===== config.mk =====
export PLATFORM = sky130hd
export DESIGN_NAME = acc_cc_unit
export DESIGN_NICKNAME = d
export VERILOG_FILES = /design/src/rtl/acc_cc_pkg.sv /design/src/rtl/acc_addsub.sv /design/src/rtl/cc_branch_eval.sv /design/src/rtl/acc_cc_unit.sv
export SDC_FILE = /design/constraint.sdc
export NUM_CORES = 1
export LEC_CHECK = 0
export ABC_AREA = 0
export BUFFER_PORTS_ARGS = -buffer_cell sky130_fd_sc_hd__buf_2
export CELL_PAD_IN_SITES_DETAIL_PLACEMENT = 1
export CELL_PAD_IN_SITES_GLOBAL_PLACEMENT = 2
export CORE_ASPECT_RATIO = 0.8
export CORE_MARGIN = 4
export CORE_UTILIZATION = 30
export DETAILED_ROUTE_END_ITERATION = 16
export GPL_TIMING_DRIVEN = 0
export MAX_ROUTING_LAYER = met4
export PLACE_DENSITY = 0.85
export SKIP_LAST_GASP = 1
export SLEW_MARGIN = 30
export SYNTH_ARGS = -nofsm -noshare
export SYNTH_HDL_FRONTEND = slang
export SYNTH_SLANG_ARGS = --single-unit
export TNS_END_PERCENT = 20

===== constraint.sdc =====
create_clock -name clk -period 4.6 [get_ports clk]
set_input_delay 0 -clock clk [delete_from_list [all_inputs] [get_ports clk]]
set_output_delay 0 -clock clk [all_outputs]
set_load 0.05 [all_outputs]

===== src/rtl/acc_cc_pkg.sv =====
package acc_cc_pkg;

    localparam int CC_W = 8;
    localparam int CCB_C = 0;
    localparam int CCB_V = 1;
    localparam int CCB_Z = 2;
    localparam int CCB_N = 3;
    localparam int CCB_I = 4;
    localparam int CCB_H = 5;
    localparam int CCB_X = 6;
    localparam int CCB_S = 7;
    localparam logic [CC_W-1:0] CC_RST = 8'hD0;

    typedef enum logic [3:0] {
        OP_NOP = 4'd0,
        OP_LDA = 4'd1,
        OP_LDB = 4'd2,
        OP_ADD = 4'd3,
        OP_ADC = 4'd4,
        OP_SUB = 4'd5,
        OP_SBC = 4'd6,
        OP_CCW = 4'd7
    } op_e;

    typedef enum logic [2:0] {
        BR_CS = 3'd0,
        BR_CC = 3'd1,
        BR_NE = 3'd2,
        BR_EQ = 3'd3,
        BR_HI = 3'd4,
        BR_LS = 3'd5,
        BR_MI = 3'd6,
        BR_VS = 3'd7
    } br_e;

endpackage


===== src/rtl/acc_addsub.sv =====
module acc_addsub #(
    parameter int W = 8
) (
    input  logic [W-1:0] opa,
    input  logic [W-1:0] opb,
    input  logic         cin,
    input  logic         sub,
    output logic [W-1:0] res,
    output logic         c_out,
    output logic         v_out,
    output logic         h_out
);
    localparam int MSB = W - 1;
    localparam int HB  = 4;

    logic [W:0]  ext;
    logic [HB:0] low;

    always_comb begin
        if (sub) begin
            ext = {1'b0, opa} - {1'b0, opb} - {{W{1'b0}}, cin};
        end else begin
            ext = {1'b0, opa} + {1'b0, opb} + {{W{1'b0}}, cin};
        end
        low   = {1'b0, opa[HB-1:0]} + {1'b0, opb[HB-1:0]} + {{HB{1'b0}}, cin};
        res   = ext[W-1:0];
        c_out = ext[W];
        h_out = low[HB];
        if (sub) begin
            v_out = (opa[MSB] != opb[MSB]) && (ext[MSB] != opa[MSB]);
        end else begin
            v_out = (opa[MSB] == opb[MSB]) && (ext[MSB] != opa[MSB]);
        end
    end

endmodule


===== src/rtl/cc_branch_eval.sv =====
module cc_branch_eval
    import acc_cc_pkg::*;
(
    input  logic [CC_W-1:0] cc,
    input  logic [2:0]      sel,
    output logic            taken
);
    always_comb begin
        unique case (br_e'(sel))
            BR_CS:   taken = cc[CCB_C];
            BR_CC:   taken = !cc[CCB_C];
            BR_NE:   taken = !cc[CCB_Z];
            BR_EQ:   taken = cc[CCB_Z];
            BR_HI:   taken = !cc[CCB_C] && !cc[CCB_Z];
            BR_LS:   taken = cc[CCB_C] || cc[CCB_Z];
            BR_MI:   taken = cc[CCB_N];
            BR_VS:   taken = cc[CCB_V];
            default: taken = 1'b0;
        endcase
    end

endmodule


===== src/rtl/acc_cc_unit.sv =====
module acc_cc_unit
    import acc_cc_pkg::*;
#(
    parameter int W = 8
) (
    input  logic             clk,
    input  logic             rst_n,
    input  logic             op_valid,
    input  logic [3:0]       op_sel,
    input  logic             upd_flags,
    input  logic [W-1:0]     din,
    input  logic [2:0]       br_sel,
    output logic [W-1:0]     acc_a,
    output logic [W-1:0]     acc_b,
    output logic [2*W-1:0]   acc_d,
    output logic [CC_W-1:0]  ccr,
    output logic             br_taken
);
    localparam int MSB = W - 1;

    op_e             op;
    logic [W-1:0]    a_q, a_n, b_q, b_n;
    logic [CC_W-1:0] cc_q, cc_n;
    logic            is_sub, use_c, alu_cin;
    logic [W-1:0]    alu_res;
    logic            alu_c, alu_v, alu_h;

    assign op      = op_e'(op_sel);
    assign is_sub  = (op == OP_SUB) || (op == OP_SBC);
    assign use_c   = (op == OP_ADC) || (op == OP_SBC);
    assign alu_cin = use_c & cc_q[CCB_C];

    acc_addsub #(.W(W)) u_alu (
        .opa   (a_q),
        .opb   (b_q),
        .cin   (alu_cin),
        .sub   (is_sub),
        .res   (alu_res),
        .c_out (alu_c),
        .v_out (alu_v),
        .h_out (alu_h)
    );

    cc_branch_eval u_br (
        .cc    (cc_q),
        .sel   (br_sel),
        .taken (br_taken)
    );

    always_ff @(posedge clk) begin
        if (!rst_n) begin
            a_q  <= '0;
            b_q  <= '0;
            cc_q <= CC_RST;
        end else begin
            a_q  <= a_n;
            b_q  <= b_n;
            cc_q <= cc_n;
        end
    end

    always_comb begin
        a_n  = a_q;
        b_n  = b_q;
        cc_n = cc_q;
        if (op_valid) begin
            unique case (op)
                OP_LDA: a_n = din;
                OP_LDB: b_n = din;
                OP_CCW: cc_n = din[CC_W-1:0];
                OP_ADD, OP_ADC, OP_SUB, OP_SBC: begin
                    a_n = alu_res;
                    if (upd_flags) begin
                        cc_n[CCB_N] = alu_res[MSB];
                        cc_n[CCB_Z] = (alu_res == '0);
                        cc_n[CCB_V] = alu_v;
                        cc_n[CCB_C] = alu_c;
                        if (!is_sub) begin
                            cc_n[CCB_H] = alu_h;
                        end
                    end
                end
                default: ;
            endcase
        end
    end

    assign acc_a = a_q;
    assign acc_b = b_q;
    assign acc_d = {a_q, b_q};
    assign ccr   = cc_q;

endmodule


==> impl_metrics.tcl <==
set metrics [dict create \
    finalNetCount 380 \
    clkTransAtPathRegs_ns 0.09 \
    tightest_slew_ns 0.756 \
    final_common_cell "buf_2" \
    fp.dieH_um 84.6 \
    period_needed_ns 3.03 \
    grtUsageTotal_pct 16.2 \
    synth_area_per_cell_sq_um 8.15 \
    worstPathMaxFanout 5 \
    diodes 0 \
    antenna_left 0 \
    clock_latency_ns 0.27 \
    min_path_cells 3 \
    place.gp.congestion 0.860 \
    drc_errors 0 \
    timing.fmax_ghz 0.330 \
    syn_to_final_growth_pct 22.8 \
    drv_slew 0 \
    min_to "acc_b[0]" \
    numPortBuffers 58 \
    grt_pass1_wl_um 11300 \
    grt_setup_unrepaired "no" \
    coreArea_sq_um 6990 \
    via_per_inst 4.97 \
    die_area_sq_um 8770 \
    cts_setup_buffers 0 \
    rr_endpoint "ccr[2]" \
    slew_headroom_pct 49.6 \
    reg2reg_from "ccr[0]" \
    synth_area_sq_um 2200 \
    multi_input_area_sq_um 1470 \
    dr.pass1.iters 4 \
    vias 2099 \
    synth_edf_count 0 \
    ir_worst_vdd_mv 0.136 \
    start_util_pct 31.5 \
    numCtsBuffers 3 \
    yosys_warnings 0 \
    synth_cells 270 \
    place_ws_ns 1.57 \
    cpMaxStageDelayCell "fa_1" \
    cp-end-kind "register" \
    clock_sinks 24 \
    power.density_nw_per_um2 216 \
    regArea_sq_um 480 \
    required_ns 4.79 \
    synth_area_leader_cell "dfxtp_1" \
    hp-class "in -> reg" \
    ctsResizeCount 0 \
    holdWs_ns 0.0118 \
    timing.setup.tns_ns 0 \
    outcome "finished, final reports clean" \
    die_w_um 104 \
    maxCapViolations 0 \
    io_pins 60 \
    synth_flop_cell "dfxtp_1" \
    finalWorstSetupSlack_ns 1.57 \
    r2r_cells 9 \
    async_reset_ff_share_pct 0 \
    leakagePower_uw 0.00130 \
    layout-drive-gt1-share_pct 27.2 \
    ys_seq_area_share_pct 21.8 \
    hold_buffers 3 \
    cts_htree_levels 1 \
    critPathArrivalTime_ns 3.22 \
    period_share_pct 65.8 \
    synth_nets 314 \
    skew_ns 0.00173 \
    drt-initial-drc-count 40 \
    netlist.area_leader.share_pct 21.8 \
    path_cells "nand3b_1 > fa_1 > ha_1 > o21ai_0 > a311oi_1 > xor2_1 > mux2i_1 > or4b_1 > o31ai_2" \
    cts_tree "built" \
    nFillCells 873 \
    grt_overflow 0 \
    worstSetupStartpointType "register" \
    setup_violations 0 \
    routed_wl_um 6790 \
    post_drt_wl_per_cell_um 16.1 \
    num_rows 27 \
    synth.top_cells.by_area "dfxtp_1 (22%), ha_1 (12%), mux2i_1 (7.7%)" \
    ys_seq_elements 24 \
    grt_pass1_vias 2203 \
    grt_max_degree 14 \
    path_class "reg -> reg" \
    hp-start "din[0]" \
    clock_path_buffers 2 \
    total_power_uw 583 \
    layout_common_cells "buf_2 (61), nand2_1 (31), inv_1 (24), dfxtp_1 (24), ha_1 (21)" \
    grt_antenna_before_repair 0 \
    cp_slowest_stage_delay_ns 0.61 \
    hold_viol 0 \
    dp_hpwl_um 5440 \
    synth_cell_types 48 \
    reg2reg_slack_ns 1.57 \
    ctsRootBufferMaster "clkbuf_8" \
]
-- kinds of logic (layout without fill, tap and decap cells) --
| group | after synthesis | after routing | synth area share [%] |
|---|---|---|---|
| multiplexers | 18 | 18 | 8.25 |
| adder cells (fa/ha/maj) | 26 | 26 | 16.0 |
| AND/OR/NAND/NOR | 77 | 77 | 17.4 |
| XOR/XNOR | 14 | 14 | 5.57 |
| AO/OA/AOI/OAI | 61 | 61 | 18.9 |
| flip-flops | 24 | 24 | 21.8 |
| buffers and inverters | 50 | 115 | 11.9 |
-- area by class of cell --
| class | instances | share of cell area, % |
|---|---|---|
| Buffer | 26 | 6.39 |
| Timing Repair Buffer | 61 | 11.9 |
| Sequential cell | 24 | 17.8 |
| Tap cell | 87 | 4.03 |
| Multi-Input combinational cell | 196 | 54.5 |
| Inverter | 24 | 3.34 |
| Clock buffer | 4 | 2.04 |
-- metal layers --
layer | track usage (%) | wire length (um) | vias up
met1 | 22.4 | 3550 | 998
met2 | 25.6 | 2930 | 55
met3 | 2.92 | 291 | 2
met5 | - | 0 | -
li1 | - | - | 1044
met4 | 1.45 | 15 | 0
-- how the worst max path moves through the flow --
| stage | startpoint | to | slack (ns) | cells after the start |
|---|---|---|---|---|
| 2_1_floorplan | acc_a[0] | ccr[2] | 1.63 | 9 |
| 3_3_place_gp | ccr[0] | ccr[1] | 1.61 | 10 |
| 3_5_place_dp | ccr[0] | ccr[2] | 1.57 | 9 |
| 4_1_cts | ccr[0] | ccr[2] | 1.53 | 9 |
| 5_1_grt | ccr[0] | ccr[2] | 1.27 | 9 |
| 6_report | ccr[0] | ccr[2] | 1.57 | 9 |
-- worst max-delay path: cells and delay by family (launching register included) --
family / cells / cell delay, ns
AOI/OAI and AO/OA: 3 / 0.80
xor gates and xnor gates: 1 / 0.11
adders and majority gates: 2 / 0.79
DFF: 1 / 0.43
muxes: 1 / 0.17
and+or+nand+nor: 2 / 0.64
-- through the flow --
stage               utilization (%)  instances  cell area, sq um
floorplan                         -        270              2200
global placement               37.2        415              2600
detailed placement             37.2        415              2600
CTS                            38.4        422              2690
global route                   38.6        422              2700
finish                         38.6        422              2700
-- cell usage after synthesis (all sizes together) (2+ instances only) --
master,instances
nand2,31
dfxtp,24
inv,24
buf,22
ha,21
mux2i,17
o21ai,17
a21oi,13
nor2,11
nor2b,9
xnor2,8
a31oi,6
xor2,6
nand2b,5
nor3,5
o211ai,5
and2,4
clkbuf,4
fa,4
nand3,3
o31ai,3
a311oi,2
and2b,2
o2111ai,2
o21bai,2
o22ai,2
-- registers in the layout (all words and copies together), names as in the netlist --
signal and flops:
acc_a 8, acc_b 8, ccr 8
-- report_power, final --
part	total [uW]	internal, uW	switching, uW
Combinational	211	73.3	138
Clock	147	76.5	70.4
Sequential	225	215	9.85
Note: power is estimated with default switching activity, not from simulation.
